--- config.mk ---
export PLATFORM = sky130hd
export DESIGN_NAME = audio_ser_tx
export DESIGN_NICKNAME = d
export VERILOG_FILES = /design/src/rtl/audio_tx_pkg.sv /design/src/rtl/atx_bitclk.sv /design/src/rtl/atx_framer.sv /design/src/rtl/atx_shifter.sv /design/src/rtl/audio_ser_tx.sv
export SDC_FILE = /design/constraint.sdc
export NUM_CORES = 1
export LEC_CHECK = 0
export ABC_AREA = 1
export BUFFER_PORTS_ARGS = -buffer_cell sky130_fd_sc_hd__buf_2
export CAP_MARGIN = 20
export CORE_ASPECT_RATIO = 1.25
export CORE_MARGIN = 2
export CORE_UTILIZATION = 62
export DETAILED_ROUTE_END_ITERATION = 8
export PLACE_DENSITY = 0.95
export SKIP_CTS_REPAIR_TIMING = 1
export SLEW_MARGIN = 25
export SYNTH_ARGS = -nofsm -noshare
export SYNTH_HDL_FRONTEND = slang
export SYNTH_SLANG_ARGS = --single-unit
--- constraint.sdc ---
create_clock -name clk -period 5.2 [get_ports clk]
set_clock_uncertainty 0.15 [all_clocks]
set_input_delay 0.26 -clock clk [delete_from_list [all_inputs] [get_ports clk]]
set_output_delay 0.26 -clock clk [all_outputs]
set_load 0.01 [all_outputs]
--- src/rtl/audio_tx_pkg.sv ---
package audio_tx_pkg;

  localparam int unsigned FIFO_DW  = 32;
  localparam int unsigned SAMPLE_W = 24;
  localparam int unsigned SLOT_W   = 5;

  typedef enum logic [3:0] {
    WLEN_16 = 4'd0,
    WLEN_20 = 4'd4,
    WLEN_24 = 4'd8
  } wlen_e;

  function automatic logic wlen_is_wide(input logic [3:0] code);
    return (code == WLEN_20) || (code == WLEN_24);
  endfunction

  function automatic logic [SLOT_W-1:0] wlen_slots(input logic [3:0] code);
    return wlen_is_wide(code) ? SLOT_W'(24) : SLOT_W'(16);
  endfunction

  // Left-align the sample field of a FIFO word into the shift register width
  function automatic logic [SAMPLE_W-1:0] wlen_align(input logic [FIFO_DW-1:0] d,
                                                     input logic [3:0] code);
    case (code)
      WLEN_20: return {d[19:0], 4'b0};
      WLEN_24: return d[23:0];
      default: return {d[15:0], 8'b0};
    endcase
  endfunction

endpackage

--- src/rtl/atx_bitclk.sv ---
module atx_bitclk #(
  parameter int unsigned DIV_HALF = 2
) (
  input  logic clk,
  input  logic rst_n,
  input  logic slave,
  input  logic edge_sel,
  input  logic enable,
  input  logic ext_bclk,
  input  logic ext_fs,
  output logic tick,
  output logic raw_bclk,
  output logic fs_sync
);

  localparam int unsigned PERIOD = 2 * DIV_HALF;
  localparam int unsigned CNT_W  = (PERIOD > 2) ? $clog2(PERIOD) : 1;

  logic [CNT_W-1:0] cnt_q, cnt_d;
  logic             raw_q, raw_d;
  logic [2:0]       bsync_q;
  logic [1:0]       fsync_q;
  logic             master_tick, slave_tick, run_div;

  assign run_div     = enable && !slave;
  assign master_tick = run_div && (cnt_q == CNT_W'(PERIOD - 1));
  assign slave_tick  = slave && (edge_sel ? (bsync_q[1] && !bsync_q[2])
                                          : (!bsync_q[1] && bsync_q[2]));
  assign tick        = master_tick || slave_tick;
  assign raw_bclk    = raw_q;
  assign fs_sync     = fsync_q[1];

  always_comb begin
    cnt_d = cnt_q;
    raw_d = raw_q;
    if (!run_div) begin
      cnt_d = '0;
      raw_d = 1'b0;
    end else if (master_tick) begin
      cnt_d = '0;
      raw_d = 1'b0;
    end else begin
      cnt_d = cnt_q + 1'b1;
      if (cnt_q == CNT_W'(DIV_HALF - 1)) raw_d = 1'b1;
    end
  end

  always_ff @(posedge clk or negedge rst_n) begin
    if (!rst_n) begin
      cnt_q   <= '0;
      raw_q   <= 1'b0;
      bsync_q <= '0;
      fsync_q <= '0;
    end else begin
      cnt_q   <= cnt_d;
      raw_q   <= raw_d;
      bsync_q <= {bsync_q[1:0], ext_bclk};
      fsync_q <= {fsync_q[0], ext_fs};
    end
  end

endmodule

--- src/rtl/atx_framer.sv ---
module atx_framer
  import audio_tx_pkg::*;
(
  input  logic       clk,
  input  logic       rst_n,
  input  logic       slave,
  input  logic       run,
  input  logic       delay,
  input  logic       pol,
  input  logic [3:0] wlen,
  input  logic       tick,
  input  logic       fs_in,
  output logic       shift,
  output logic       load,
  output logic       load_ch,
  output logic       clear,
  output logic       active,
  output logic       fs_out
);

  logic              active_q, active_d;
  logic [SLOT_W-1:0] slot_q, slot_d, last_slot;
  logic              ch_q, ch_d, seen_q, seen_d, fs_q, fs_d, ch_in;

  assign last_slot = wlen_slots(wlen) - 1'b1;
  assign ch_in     = fs_in ^ pol;

  always_comb begin
    active_d = active_q;
    slot_d   = slot_q;
    ch_d     = ch_q;
    seen_d   = seen_q;
    if (tick) begin
      if (slave) seen_d = ch_in;
      if (!active_q) begin
        if (run && (!slave || (!ch_in && seen_q))) begin
          active_d = 1'b1;
          slot_d   = '0;
          ch_d     = 1'b0;
        end
      end else begin
        if (slave) begin
          ch_d   = ch_in;
          slot_d = (ch_in != ch_q) ? '0 :
                   ((slot_q == '1) ? slot_q : slot_q + 1'b1);
        end else if (slot_q == last_slot) begin
          slot_d = '0;
          ch_d   = !ch_q;
        end else begin
          slot_d = slot_q + 1'b1;
        end
        if ((slot_d == '0) && !ch_d && ch_q && !run) active_d = 1'b0;
      end
    end
    fs_d = tick ? ((active_d && !slave) ? (ch_d ^ pol) : 1'b0) : fs_q;
  end

  assign shift   = tick && active_d;
  assign load    = shift && (slot_d == {{(SLOT_W-1){1'b0}}, delay});
  assign load_ch = ch_d;
  assign clear   = tick && !active_d;
  assign active  = active_q;
  assign fs_out  = fs_q;

  always_ff @(posedge clk or negedge rst_n) begin
    if (!rst_n) begin
      active_q <= 1'b0;
      slot_q   <= '0;
      ch_q     <= 1'b0;
      seen_q   <= 1'b0;
      fs_q     <= 1'b0;
    end else begin
      active_q <= active_d;
      slot_q   <= slot_d;
      ch_q     <= ch_d;
      seen_q   <= seen_d;
      fs_q     <= fs_d;
    end
  end

  AST_FS_HOLD_OFF_TICK: assert property (@(posedge clk) disable iff (!rst_n)
    !tick |=> $stable(fs_q));
  AST_SLOT_IN_RANGE: assert property (@(posedge clk) disable iff (!rst_n)
    (active_q && !slave) |-> (slot_q <= last_slot));
  AST_IDLE_FS_LOW: assert property (@(posedge clk) disable iff (!rst_n)
    !active_q |-> !fs_q);

endmodule

--- src/rtl/atx_shifter.sv ---
module atx_shifter
  import audio_tx_pkg::*;
(
  input  logic               clk,
  input  logic               rst_n,
  input  logic [3:0]         wlen,
  input  logic               shift,
  input  logic               load,
  input  logic               load_ch,
  input  logic               clear,
  input  logic [FIFO_DW-1:0] fifo_data,
  input  logic               fifo_empty,
  output logic               fifo_pop,
  output logic               sdata,
  output logic               underflow
);

  localparam int unsigned HALF_W = FIFO_DW / 2;
  localparam int unsigned PAD_W  = SAMPLE_W - HALF_W;

  logic [SAMPLE_W-1:0] sh_q, sh_d, word;
  logic [HALF_W-1:0]   hold_q, hold_d;
  logic                sd_q, sd_d, uf_q, uf_d;
  logic                wide, need_fifo;

  assign wide      = wlen_is_wide(wlen);
  assign need_fifo = load && (wide || !load_ch);
  assign fifo_pop  = need_fifo && !fifo_empty;
  assign uf_d      = need_fifo && fifo_empty;

  always_comb begin
    if (need_fifo) word = fifo_empty ? '0 : wlen_align(fifo_data, wlen);
    else           word = {hold_q, {PAD_W{1'b0}}};
  end

  always_comb begin
    hold_d = hold_q;
    if (need_fifo && !wide) hold_d = fifo_empty ? '0 : fifo_data[FIFO_DW-1:HALF_W];
  end

  always_comb begin
    sd_d = sd_q;
    sh_d = sh_q;
    if (load) begin
      sd_d = word[SAMPLE_W-1];
      sh_d = {word[SAMPLE_W-2:0], 1'b0};
    end else if (shift) begin
      sd_d = sh_q[SAMPLE_W-1];
      sh_d = {sh_q[SAMPLE_W-2:0], 1'b0};
    end else if (clear) begin
      sd_d = 1'b0;
      sh_d = '0;
    end
  end

  assign sdata     = sd_q;
  assign underflow = uf_q;

  always_ff @(posedge clk or negedge rst_n) begin
    if (!rst_n) begin
      sh_q   <= '0;
      hold_q <= '0;
      sd_q   <= 1'b0;
      uf_q   <= 1'b0;
    end else begin
      sh_q   <= sh_d;
      hold_q <= hold_d;
      sd_q   <= sd_d;
      uf_q   <= uf_d;
    end
  end

  AST_POP_SINGLE: assert property (@(posedge clk) disable iff (!rst_n)
    fifo_pop |=> !fifo_pop);
  AST_UFLOW_PULSE: assert property (@(posedge clk) disable iff (!rst_n)
    underflow |=> !underflow);
  AST_SDATA_HOLD: assert property (@(posedge clk) disable iff (!rst_n)
    (!shift && !clear) |=> $stable(sdata));

endmodule

--- src/rtl/audio_ser_tx.sv ---
module audio_ser_tx
  import audio_tx_pkg::*;
#(
  parameter int unsigned DIV_HALF = 2
) (
  input  logic               clk,
  input  logic               rst_n,
  input  logic               cfg_run,
  input  logic               cfg_slave,
  input  logic               cfg_delay,
  input  logic               cfg_fs_pol,
  input  logic               cfg_edge,
  input  logic [3:0]         cfg_wlen,
  input  logic [FIFO_DW-1:0] fifo_data,
  input  logic               fifo_empty,
  output logic               fifo_pop,
  input  logic               ext_bclk,
  input  logic               ext_fsclk,
  output logic               bclk_o,
  output logic               fsclk_o,
  output logic               sdata_o,
  output logic               underflow_o
);

  logic tick, raw_bclk, fs_sync;
  logic shift, load, load_ch, clear, active, fs_gen;

  atx_bitclk #(.DIV_HALF(DIV_HALF)) u_bitclk (
    .clk      (clk),
    .rst_n    (rst_n),
    .slave    (cfg_slave),
    .edge_sel (cfg_edge),
    .enable   (cfg_run || active),
    .ext_bclk (ext_bclk),
    .ext_fs   (ext_fsclk),
    .tick     (tick),
    .raw_bclk (raw_bclk),
    .fs_sync  (fs_sync)
  );

  atx_framer u_framer (
    .clk     (clk),
    .rst_n   (rst_n),
    .slave   (cfg_slave),
    .run     (cfg_run),
    .delay   (cfg_delay),
    .pol     (cfg_fs_pol),
    .wlen    (cfg_wlen),
    .tick    (tick),
    .fs_in   (fs_sync),
    .shift   (shift),
    .load    (load),
    .load_ch (load_ch),
    .clear   (clear),
    .active  (active),
    .fs_out  (fs_gen)
  );

  atx_shifter u_shifter (
    .clk        (clk),
    .rst_n      (rst_n),
    .wlen       (cfg_wlen),
    .shift      (shift),
    .load       (load),
    .load_ch    (load_ch),
    .clear      (clear),
    .fifo_data  (fifo_data),
    .fifo_empty (fifo_empty),
    .fifo_pop   (fifo_pop),
    .sdata      (sdata_o),
    .underflow  (underflow_o)
  );

  assign bclk_o  = (active && !cfg_slave) ? (raw_bclk ^ cfg_edge) : 1'b0;
  assign fsclk_o = fs_gen;

endmodule

==> results_dict.tcl <==
set metrics [dict create \
    status "finished, final reports clean" \
    grt_max_degree 59 \
    path_clk_slew_ns 0.07 \
    ys_seq_area_share_pct 39.51 \
    ys_types 34 \
    antenna_left 0 \
    dp_hpwl_um 6456 \
    power.density_mw_per_mm2 379.6 \
    antenna_found_initial 0 \
    postPlaceCellArea_mm2 0.003879 \
    viasPerCell 5.654 \
    final_cells 609 \
    p_sw_w 0.0006449 \
    synth_ff_type "dfrtp_1" \
    num_vias 3443 \
    multi_input_area_mm2 0.001901 \
    netlist_instances 498 \
    clock_latency_ns 0.35 \
    cts_num_sinks 58 \
    core_area_mm2 0.005779 \
    leakage_nw 2.133 \
    start_util_pct 63.56 \
    reg2reg_depth 19 \
    routabilityCongestion 0.9860 \
    wl_met2_um 4341 \
    syn_nets 549 \
    dp_cells 590 \
    drive_gt1_share_pct 23.20 \
    r2r_end "u_shifter.hold_q[0]" \
    die_w_um 72.85 \
    crit_chain "ha_1 -> nand2_1 -> nor2_1 -> ha_1 -> inv_2 -> o21ai_1 -> xnor2_1 -> nand2_1 -> nand3_1 -> nor2_1 -> nand2_1 -> nor2_1 -> nor2_2 -> buf_4 -> nand2_4 -> nor2_8 -> inv_1 -> nor2_1 -> buf_2" \
    max_freq_ghz 0.2787 \
    worst_path_max_delay_cell "dfrtp_1" \
    drv_slew 0 \
    grt_util_all_layers_pct 28.60 \
    critPathKind "reg -> out" \
    cts_root_buf "clkbuf_8" \
    antenna_cells 0 \
    hold_viol 0 \
    crit_top_cell "nor2_1" \
    clkPwrFrac_pct 24.3 \
    max_slew_margin_pct 50.17 \
    rsz0062_at_grt "no" \
    hold_ws_ns 0.01588 \
    nNetsFinal 589 \
    yosysWarnings 0 \
    max_stage_delay_ns 0.46 \
    p_int_w 0.0009068 \
    finalCritPeriodShare_pct 69.01 \
    layout_min_cycle_time_ns 3.588 \
    power.share.combinational_pct 35.9 \
    cts-htree-levels 3 \
    wirelength_um 8871 \
    pin_count 51 \
    grt_pass1_wl_um 14830 \
    clock_tree.buffer_depth 2 \
    die-area_mm2 0.006560 \
    wl_met3_um 583 \
    crit_buf_inv 4 \
    synth_top_area_cell "dfrtp_1" \
    seqCellArea_mm2 0.001451 \
    final_area_mm2 0.004088 \
    endpoint_kind "output pin" \
    first_pass_iters 5 \
    grt_overflow_total 0 \
    min_delay_path_depth 3 \
    hp-class "in -> reg" \
    maxCapViolCount 0 \
    required_ns 4.79 \
    die_h_um 90.06 \
    r2r_start "u_framer.slot_q[0]" \
    sw_frac_of_total_pct 41.56 \
    grt_pass1_vias 3328 \
    synth_top_area_share_pct 39.51 \
    port_buffers 50 \
    synth_edf_count 0 \
    cp-start-kind "flip-flop" \
    drt_iter0_markers 245 \
    ir_drop_uv 296.4 \
    yosys.cell_count.top_type "nand2_1" \
    wl_per_cell_um 14.57 \
    ys_ff_latch 58 \
    area_delta_synth_final_pct 11.27 \
    cp_max_fo 38 \
    arrival_ns 3.18 \
    synth_area_per_cell_um2 7.377 \
    tns_ns 0 \
    power_w 0.001552 \
    wl_met1_um 3707 \
    num_rows 31 \
    routed.top_layer "met4" \
    pwr-share-seq_pct 39.8 \
    critPathTopFamily "simple AND/OR/NAND/NOR gates" \
    whs_endpoint "u_shifter.hold_q[14]" \
    hp-start "fifo_data[30]" \
    ys_async_sr_fraction_pct 100.0 \
    r2r_slack_ns 1.87 \
    cts_inserted_buffers 9 \
    syn_area_mm2 0.003674 \
    cts_tree "built" \
    remaining_drc_errors 0 \
    worstMarginPinSlew_ns 0.7456 \
    setup_viol 0 \
    synth_area_leaders "dfrtp_1, nand2_1, nand3_1" \
    synth_commonest_cells "nand2_1, dfrtp_1, nand3_1, nor2_1, inv_1" \
    fillCellCount 460 \
]
-- power by group through the flow --
stage                     Sequential (W)  Clock [W]  Combinational [W]
final                           0.000618   0.000377           0.000556
after global routing            0.000630   0.000402           0.000628
after CTS                       0.000616   0.000382           0.000555
after detailed placement        0.000623          0           0.000550
after global placement          0.000618          0           0.000531
after floorplan                 0.000603          0           0.000466
-- routing by layer --
metal  vias up  GRT usage, %
li1       1701             -
met1      1575         35.57
met2       145         46.06
met3        22         8.632
met4         0         11.11
met5         -             0
-- tightest hold or removal path, stage by stage --
cell,delay (ns)
buf_2,0.10
nand2_1,0.07
o21ai_2,0.06
-- layout by cell type, fill, tap and decap left out, drive strengths merged, types with 10 or more instances in the layout --
master / n
nand3: 60
dfrtp: 58
clkbuf: 10
buf: 52
inv: 47
o22ai: 15
a21oi: 13
nor2: 52
nand2: 162
o21ai: 25
nand4: 18
-- cells by family after synthesis --
kind of cell	Yosys count	share of synthesized area, %
AO/OA/AOI/OAI	59	11.14
XOR/XNOR	7	1.669
adder cells (fa/ha/maj)	5	1.703
buffers and inverters	73	8.753
flip-flops	58	39.51
AND/OR/NAND/NOR	296	37.23
-- sequential cells by signal, indices dropped and copies added (netlist names) --
name	flops
u_framer.ch_q	1
u_framer.slot_q	5
u_framer.seen_q	1
u_shifter.hold_q	16
u_bitclk.fsync_q	2
u_shifter.sdata	1
u_bitclk.cnt_q	2
u_framer.active	1
u_framer.fs_out	1
u_shifter.sh_q	23
u_shifter.underflow	1
u_bitclk.bsync_q	3
u_bitclk.raw_bclk	1
-- cell type report --
cell class              instances  share of cell area, %
clock buffers                  10                  3.367
clock inverters                 6                  1.010
inverters                      47                  4.377
multi-input cells             367                  46.50
flip-flops and latches         58                  35.51
well taps                      66                  2.020
repair buffers                 55                  7.224
-- worst max path at each step --
| stage | startpoint | to | slack (ns) | cells after the start |
|---|---|---|---|---|
| after global routing | u_framer.slot_q[0] | fifo_pop | 1.29 | 19 |
| after floorplan | u_framer.slot_q[0] | fifo_pop | 2.59 | 16 |
| final | u_framer.slot_q[0] | fifo_pop | 1.61 | 19 |
| after global placement | cfg_wlen[1] | u_shifter.hold_q[0] | 1.81 | 17 |
| after detailed placement | cfg_wlen[1] | u_shifter.hold_q[0] | 1.75 | 17 |
| after CTS | u_framer.slot_q[0] | fifo_pop | 1.61 | 19 |
-- per-stage QoR --
| stage | setup WS (ns) | util (%) |
|---|---|---|
| global route | 1.293 | 70.73 |
| floorplan | 2.593 | - |
| CTS | 1.614 | 70.21 |
| detailed placement | 1.750 | 67.11 |
| global placement | 1.808 | 67.11 |
| finish | 1.612 | 70.73 |
No activity file was read; power rests on OpenSTA's default activity.
